**config.mk**
```make
export PLATFORM = sky130hd
export DESIGN_NAME = drl_orand_block
export DESIGN_NICKNAME = d
export VERILOG_FILES = /design/src/rtl/drl_pkg.sv /design/src/rtl/drl_celem.sv /design/src/rtl/drl_minterm_bank.sv /design/src/rtl/drl_style_net.sv /design/src/rtl/drl_orand_block.sv
export SDC_FILE = /design/constraint.sdc
export NUM_CORES = 1
export LEC_CHECK = 0
export ABC_AREA = 1
export BUFFER_PORTS_ARGS = -buffer_cell sky130_fd_sc_hd__buf_2
export CORE_MARGIN = 2
export CORE_UTILIZATION = 40
export DETAILED_ROUTE_END_ITERATION = 7
export GPL_TIMING_DRIVEN = 1
export PLACE_DENSITY_LB_ADDON = 0.05
export SLEW_MARGIN = 20
export SYNTH_ARGS = -nofsm -noshare
export SYNTH_HDL_FRONTEND = slang
export SYNTH_HIERARCHICAL = 1
export SYNTH_SLANG_ARGS = --single-unit
```
**constraint.sdc**
```tcl
create_clock -name clk -period 1.2 [get_ports clk]
set_input_delay 0.36 -clock clk [delete_from_list [all_inputs] [get_ports clk]]
set_output_delay 0.36 -clock clk [all_outputs]
set_load 0.02 [all_outputs]
```
**src/rtl/drl_pkg.sv**
```systemverilog
package drl_pkg;
  localparam int N_IN  = 3;
  localparam int RAILS = 2;
  localparam int N_MT  = 1 << N_IN;

  typedef enum logic [1:0] {
    STY_COMPLETE = 2'd0,
    STY_BIASED   = 2'd1,
    STY_DISTRIB  = 2'd2,
    STY_EAGER    = 2'd3
  } drl_style_e;

  localparam logic [RAILS-1:0] DR_NULL = 2'b00;
  localparam logic [RAILS-1:0] DR_ZERO = 2'b01;
  localparam logic [RAILS-1:0] DR_ONE  = 2'b10;
endpackage

```
**src/rtl/drl_celem.sv**
```systemverilog
module drl_celem #(
  parameter int WIDTH = 3
) (
  input  logic             clk,
  input  logic             rst_n,
  input  logic [WIDTH-1:0] ins,
  output logic             q
);
  logic q_nxt;

  // rise on all-high, fall on all-low, otherwise keep state
  always_comb begin
    q_nxt = q;
    if (&ins)       q_nxt = 1'b1;
    else if (~|ins) q_nxt = 1'b0;
  end

  always_ff @(posedge clk or negedge rst_n) begin
    if (!rst_n) q <= 1'b0;
    else        q <= q_nxt;
  end
endmodule

```
**src/rtl/drl_minterm_bank.sv**
```systemverilog
module drl_minterm_bank
  import drl_pkg::*;
(
  input  logic             clk,
  input  logic             rst_n,
  input  logic [RAILS-1:0] a_dr,
  input  logic [RAILS-1:0] b_dr,
  input  logic [RAILS-1:0] c_dr,
  output logic [N_MT-1:0]  hit
);
  // minterm index m = {c,b,a}; rail index equals the logical value
  for (genvar m = 0; m < N_MT; m++) begin : g_mt
    localparam logic [N_IN-1:0] MV = N_IN'(m);
    drl_celem #(.WIDTH(N_IN)) u_c (
      .clk  (clk),
      .rst_n(rst_n),
      .ins  ({c_dr[MV[2]], b_dr[MV[1]], a_dr[MV[0]]}),
      .q    (hit[m])
    );
  end
endmodule

```
**src/rtl/drl_style_net.sv**
```systemverilog
module drl_style_net
  import drl_pkg::*;
#(
  parameter drl_style_e STYLE = STY_COMPLETE
) (
  input  logic             clk,
  input  logic             rst_n,
  input  logic [RAILS-1:0] a_dr,
  input  logic [RAILS-1:0] b_dr,
  input  logic [RAILS-1:0] c_dr,
  output logic [RAILS-1:0] z_dr,
  output logic [RAILS-1:0] w_dr
);
  localparam bit USE_BANK = (STYLE == STY_COMPLETE) || (STYLE == STY_BIASED);

  logic [N_IN-1:0] rail1;
  logic [N_IN-1:0] rail0;
  assign rail1 = {c_dr[1], b_dr[1], a_dr[1]};
  assign rail0 = {c_dr[0], b_dr[0], a_dr[0]};

  if (USE_BANK) begin : g_full
    logic [N_MT-1:0] hit;
    drl_minterm_bank u_bank (
      .clk(clk), .rst_n(rst_n), .a_dr(a_dr), .b_dr(b_dr), .c_dr(c_dr), .hit(hit)
    );
    assign z_dr = {|hit[N_MT-1:1], hit[0]};

    if (STYLE == STY_COMPLETE) begin : g_wfull
      assign w_dr = {hit[N_MT-1], |hit[N_MT-2:0]};
    end else begin : g_wbias
      logic [N_IN-1:0] zero_seen;
      for (genvar i = 0; i < N_IN; i++) begin : g_z
        drl_celem #(.WIDTH(1)) u_c (
          .clk(clk), .rst_n(rst_n), .ins(rail0[i]), .q(zero_seen[i])
        );
      end
      assign w_dr = {hit[N_MT-1], |zero_seen};
    end
  end else if (STYLE == STY_DISTRIB) begin : g_dist
    logic [2:0] z_pair;
    logic [2:0] w_pair;
    logic       z_ab0_c1, z_all0, w_a0_bc1, w_all1;

    for (genvar t = 0; t < 3; t++) begin : g_pair
      localparam logic [1:0] ZV = 2'(t + 1);
      localparam logic [1:0] WV = 2'(t);
      drl_celem #(.WIDTH(2)) u_zp (
        .clk(clk), .rst_n(rst_n), .ins({b_dr[ZV[1]], a_dr[ZV[0]]}), .q(z_pair[t])
      );
      drl_celem #(.WIDTH(2)) u_wp (
        .clk(clk), .rst_n(rst_n), .ins({c_dr[WV[1]], b_dr[WV[0]]}), .q(w_pair[t])
      );
    end

    drl_celem #(.WIDTH(3)) u_zc (
      .clk(clk), .rst_n(rst_n), .ins({c_dr[1], b_dr[0], a_dr[0]}), .q(z_ab0_c1)
    );
    drl_celem #(.WIDTH(3)) u_z0 (
      .clk(clk), .rst_n(rst_n), .ins(rail0), .q(z_all0)
    );
    drl_celem #(.WIDTH(3)) u_wa (
      .clk(clk), .rst_n(rst_n), .ins({c_dr[1], b_dr[1], a_dr[0]}), .q(w_a0_bc1)
    );
    drl_celem #(.WIDTH(3)) u_w1 (
      .clk(clk), .rst_n(rst_n), .ins(rail1), .q(w_all1)
    );

    assign z_dr = {(|z_pair) | z_ab0_c1, z_all0};
    assign w_dr = {w_all1, (|w_pair) | w_a0_bc1};
  end else begin : g_eager
    logic [N_IN-1:0] one_seen;
    logic [N_IN-1:0] zero_seen;
    logic            all0, all1;

    for (genvar i = 0; i < N_IN; i++) begin : g_rail
      drl_celem #(.WIDTH(1)) u_o (
        .clk(clk), .rst_n(rst_n), .ins(rail1[i]), .q(one_seen[i])
      );
      drl_celem #(.WIDTH(1)) u_z (
        .clk(clk), .rst_n(rst_n), .ins(rail0[i]), .q(zero_seen[i])
      );
    end
    drl_celem #(.WIDTH(N_IN)) u_a0 (
      .clk(clk), .rst_n(rst_n), .ins(rail0), .q(all0)
    );
    drl_celem #(.WIDTH(N_IN)) u_a1 (
      .clk(clk), .rst_n(rst_n), .ins(rail1), .q(all1)
    );

    assign z_dr = {|one_seen, all0};
    assign w_dr = {all1, |zero_seen};
  end
endmodule

```
**src/rtl/drl_orand_block.sv**
```systemverilog
module drl_orand_block
  import drl_pkg::*;
#(
  parameter drl_style_e STYLE = STY_COMPLETE
) (
  input  logic       clk,
  input  logic       rst_n,
  input  logic [1:0] a_dr,
  input  logic [1:0] b_dr,
  input  logic [1:0] c_dr,
  output logic [1:0] z_dr,
  output logic [1:0] w_dr,
  output logic       code_err
);
  logic err_nxt;

  drl_style_net #(.STYLE(STYLE)) u_net (
    .clk  (clk),
    .rst_n(rst_n),
    .a_dr (a_dr),
    .b_dr (b_dr),
    .c_dr (c_dr),
    .z_dr (z_dr),
    .w_dr (w_dr)
  );

  always_comb begin
    err_nxt = (&a_dr) | (&b_dr) | (&c_dr);
  end

  always_ff @(posedge clk or negedge rst_n) begin
    if (!rst_n) code_err <= 1'b0;
    else        code_err <= err_nxt;
  end
endmodule

```
==> results by group <==
Outcome
  • Status: complete, but fails checks
  • Failing checks: setup timing

Routing
  • Routed vias: 507
  • DRC: 0
  • Final ANT Viol Nets: 0
  • Initial DRT Pass Iterations: 3
  • Drt total wl: 1.06 mm
  • Wire per inst: 8.45 um
  • Iteration-0 DRC Markers: 11
  • Vias per cell: 4.06

GRT
  • Gr usage total: 0.173
  • First-pass GRT wire length: 1.79 mm
  • Vias in the first global route: 430
  • Largest net degree at the start of global routing: 10
  • Initial antenna violation count: 0
  • GRT overflow: 0

Critical path
  • CP peak stage delay: 0.38 ns
  • R2r startpoint: u_net/g_full.u_bank/g_mt[7].u_c/q
  • CP Cell Sequence: inv_1 > nand2_1 > nor2_2 > nand2_1 > buf_6
  • Startpoint types: register
  • Critical path origin: u_net/g_full.u_bank/g_mt[5].u_c/q
  • Arrival @ worst endpoint: 1.09 ns
  • Cell mode on critical path: nand2_1
  • CP max FO: 2
  • Reg2reg end: u_net/g_full.u_bank/g_mt[7].u_c/q
  • Worst r2r path cells: 5
  • Critical path endpoint category: primary output
  • Slowest-stage cell, CP: dfrtp_1
  • Critical Path RT: 0.84 ns
  • Crit path max-delay family: flip-flops
  • Reg-to-reg setup timing slack: 0.40 ns
  • Buffers & Inverters on Critical Path: 2
  • Crit path kind: reg -> out

Timing
  • RSZ-0062 raised after global routing: true
  • Final Skew: 0 ns
  • Fin. max-slew vios: 0
  • Crit path time final: 1.45 ns
  • Relative slew slack: 0.854
  • Worst slew pin tran: 0.219 ns
  • Setup_tns: -0.508 ns
  • Final setup margin: -0.255 ns
  • Final Hold Vio Count: 0
  • Highest clock rate: 687 MHz
  • Final Hold Slack: 0.423 ns
  • Setup violators final: 2
  • Crit share post-route: 1.21

Place
  • Port bufs: 12
  • Final Wtd Congestion: 0.723
  • Post-DP Area: 626 sq um
  • DPL Wire Length: 794 um
  • Worst slack, placed: 0.00956 ns

Hold path
  • Min-delay src: c_dr[1]
  • HP Class: in -> reg
  • Hold Path End: code_err
  • Hold path depth: 3

Cells and area
  • Layout cells sized above 1: 0.164
  • Antenna Cells: 0
  • Final instance area: 689 sq um
  • Final Util: 0.537
  • Layout area overhead: 26.1%
  • Final net count: 119

Synthesis
  • Sequential area share after synthesis: 0.412
  • Register bit total from synthesis: 9
  • Yosys top cell by area: dfrtp_1
  • Synth area leaders: dfrtp_1 41%, nand2_1 22%, inv_1 21%
  • Netlist cell types: 6
  • Post-Syn Instances: 91
  • Mean Syn Cell Area: 6.01 sq um
  • YS warnings: 6
  • Mapped cell area: 547 sq um
  • Top cell type's share of synthesized area: 0.412
  • Post-synth net total: 99

Power
  • Peak VDD IR: 555 uV
  • Leak: 0.460 nW
  • PwrDens: 1180 nW/um^2

Clock network
  • Clock Latency Late Sink: 0.25 ns
  • Clk buf depth: 2
  • Cts bufs inserted: 3
  • CTS H-Tree Depth: 1
  • Clock transition at path regs: 0.06 ns
  • TritonCTS clock tree: yes
  • Clk sinks: 9
  • CTS Root Cell: clkbuf_4

Floorplan
  • CORE AREA: 1280 sq um
  • Starting Density: 0.426
  • Die Ht: 41.0 um
  • Die width: 41.0 um
  • Full die area: 1680 sq um
  • # IOs: 13
  • Site Rows: 13

Run
  • Max-cap violations: 0
==> flip-flops by register name (all words and copies together) (netlist names) <==
signal,count
code_err,1
u_net/g_full.u_bank/g_mt.u_c/q,8
==> worst reg2reg max path, cell delays in order, from the launching register on <==
cell     delay, ns
dfrtp_1       0.40
buf_4         0.14
inv_1         0.04
nand2_1       0.04
nand2_1       0.05
inv_1         0.03
==> worst max-delay path by stage <==
stage | to | slack, ns | depth (start not counted)
2_1_floorplan | w_dr[0] | 0.14 | 2
3_3_place_gp | w_dr[0] | 0.04 | 5
3_5_place_dp | w_dr[0] | 0.01 | 5
4_1_cts | w_dr[0] | -0.27 | 5
5_1_grt | z_dr[1] | -0.31 | 5
6_report | z_dr[1] | -0.25 | 5
==> placed cells by master, fill, tap and decap left out <==
cell type | netlist | layout
inv_1 | 30 | 30
dfrtp_1 | 9 | 9
dlygate4sd3_1 | 0 | 1
nand3_1 | 9 | 9
buf_4 | 0 | 2
nor2_2 | 1 | 1
nor2_1 | 10 | 10
clkbuf_4 | 0 | 3
buf_6 | 0 | 2
nand2_1 | 32 | 32
buf_2 | 0 | 10
clkbuf_1 | 0 | 1
==> power by group <==
part	internal (mW)	total, mW	leakage, nW	switching, mW
sequential	0.349	0.374	0.105	0.0255
clock	0.128	0.228	0.0150	0.0998
combinational	0.0844	0.212	0.340	0.127
total	0.561	0.814	0.460	0.253
==> through the flow <==
stage	total power, mW	std cells
floorplan	0.501	91
finish	0.814	125
global route	0.884	125
detailed placement	0.575	118
global placement	0.574	118
CTS	0.812	123
==> cell usage after synthesis <==
cell type and count:
inv_1 30, nor2_1 10, nor2_2 1, dfrtp_1 9
nand2_1 32, nand3_1 9
==> cells by family (layout without fill, tap and decap cells) <==
logic type,Yosys count,in the layout,share of synthesized area
buffers and inverters,30,49,0.206
AND/OR/NAND/NOR,52,52,0.382
flip-flops,9,9,0.412
==> routing by layer <==
| metal | vias up | track usage | share of wire |
|---|---|---|---|
| li1 | 290 | - | - |
| met1 | 205 | 0.236 | 0.52 |
| met2 | 10 | 0.250 | 0.43 |
| met3 | 2 | 0.0326 | 0.045 |
| met4 | 0 | 0.100 | 0.0047 |
| met5 | - | 0 | 0 |
==> area by class of cell <==
class	count	area (sq um)
inverters	30	113
well taps	15	18.8
flip-flops and latches	9	225
fillers	140	596
repair buffers	15	97.6
multi-input cells	52	209
clock buffers	4	26.3
==> what timing repair did <==
action / 4_1_cts / 5_1_grt
setup buffers: 0 / 2
endpoints found under the hold margin: 9 / 0
pin swaps: 1 / 2
hold buffers: 1 / 0
resized for setup: 2 / 2
endpoints found under the setup margin: 2 / 4
No activity file was read; power rests on OpenSTA's default activity.
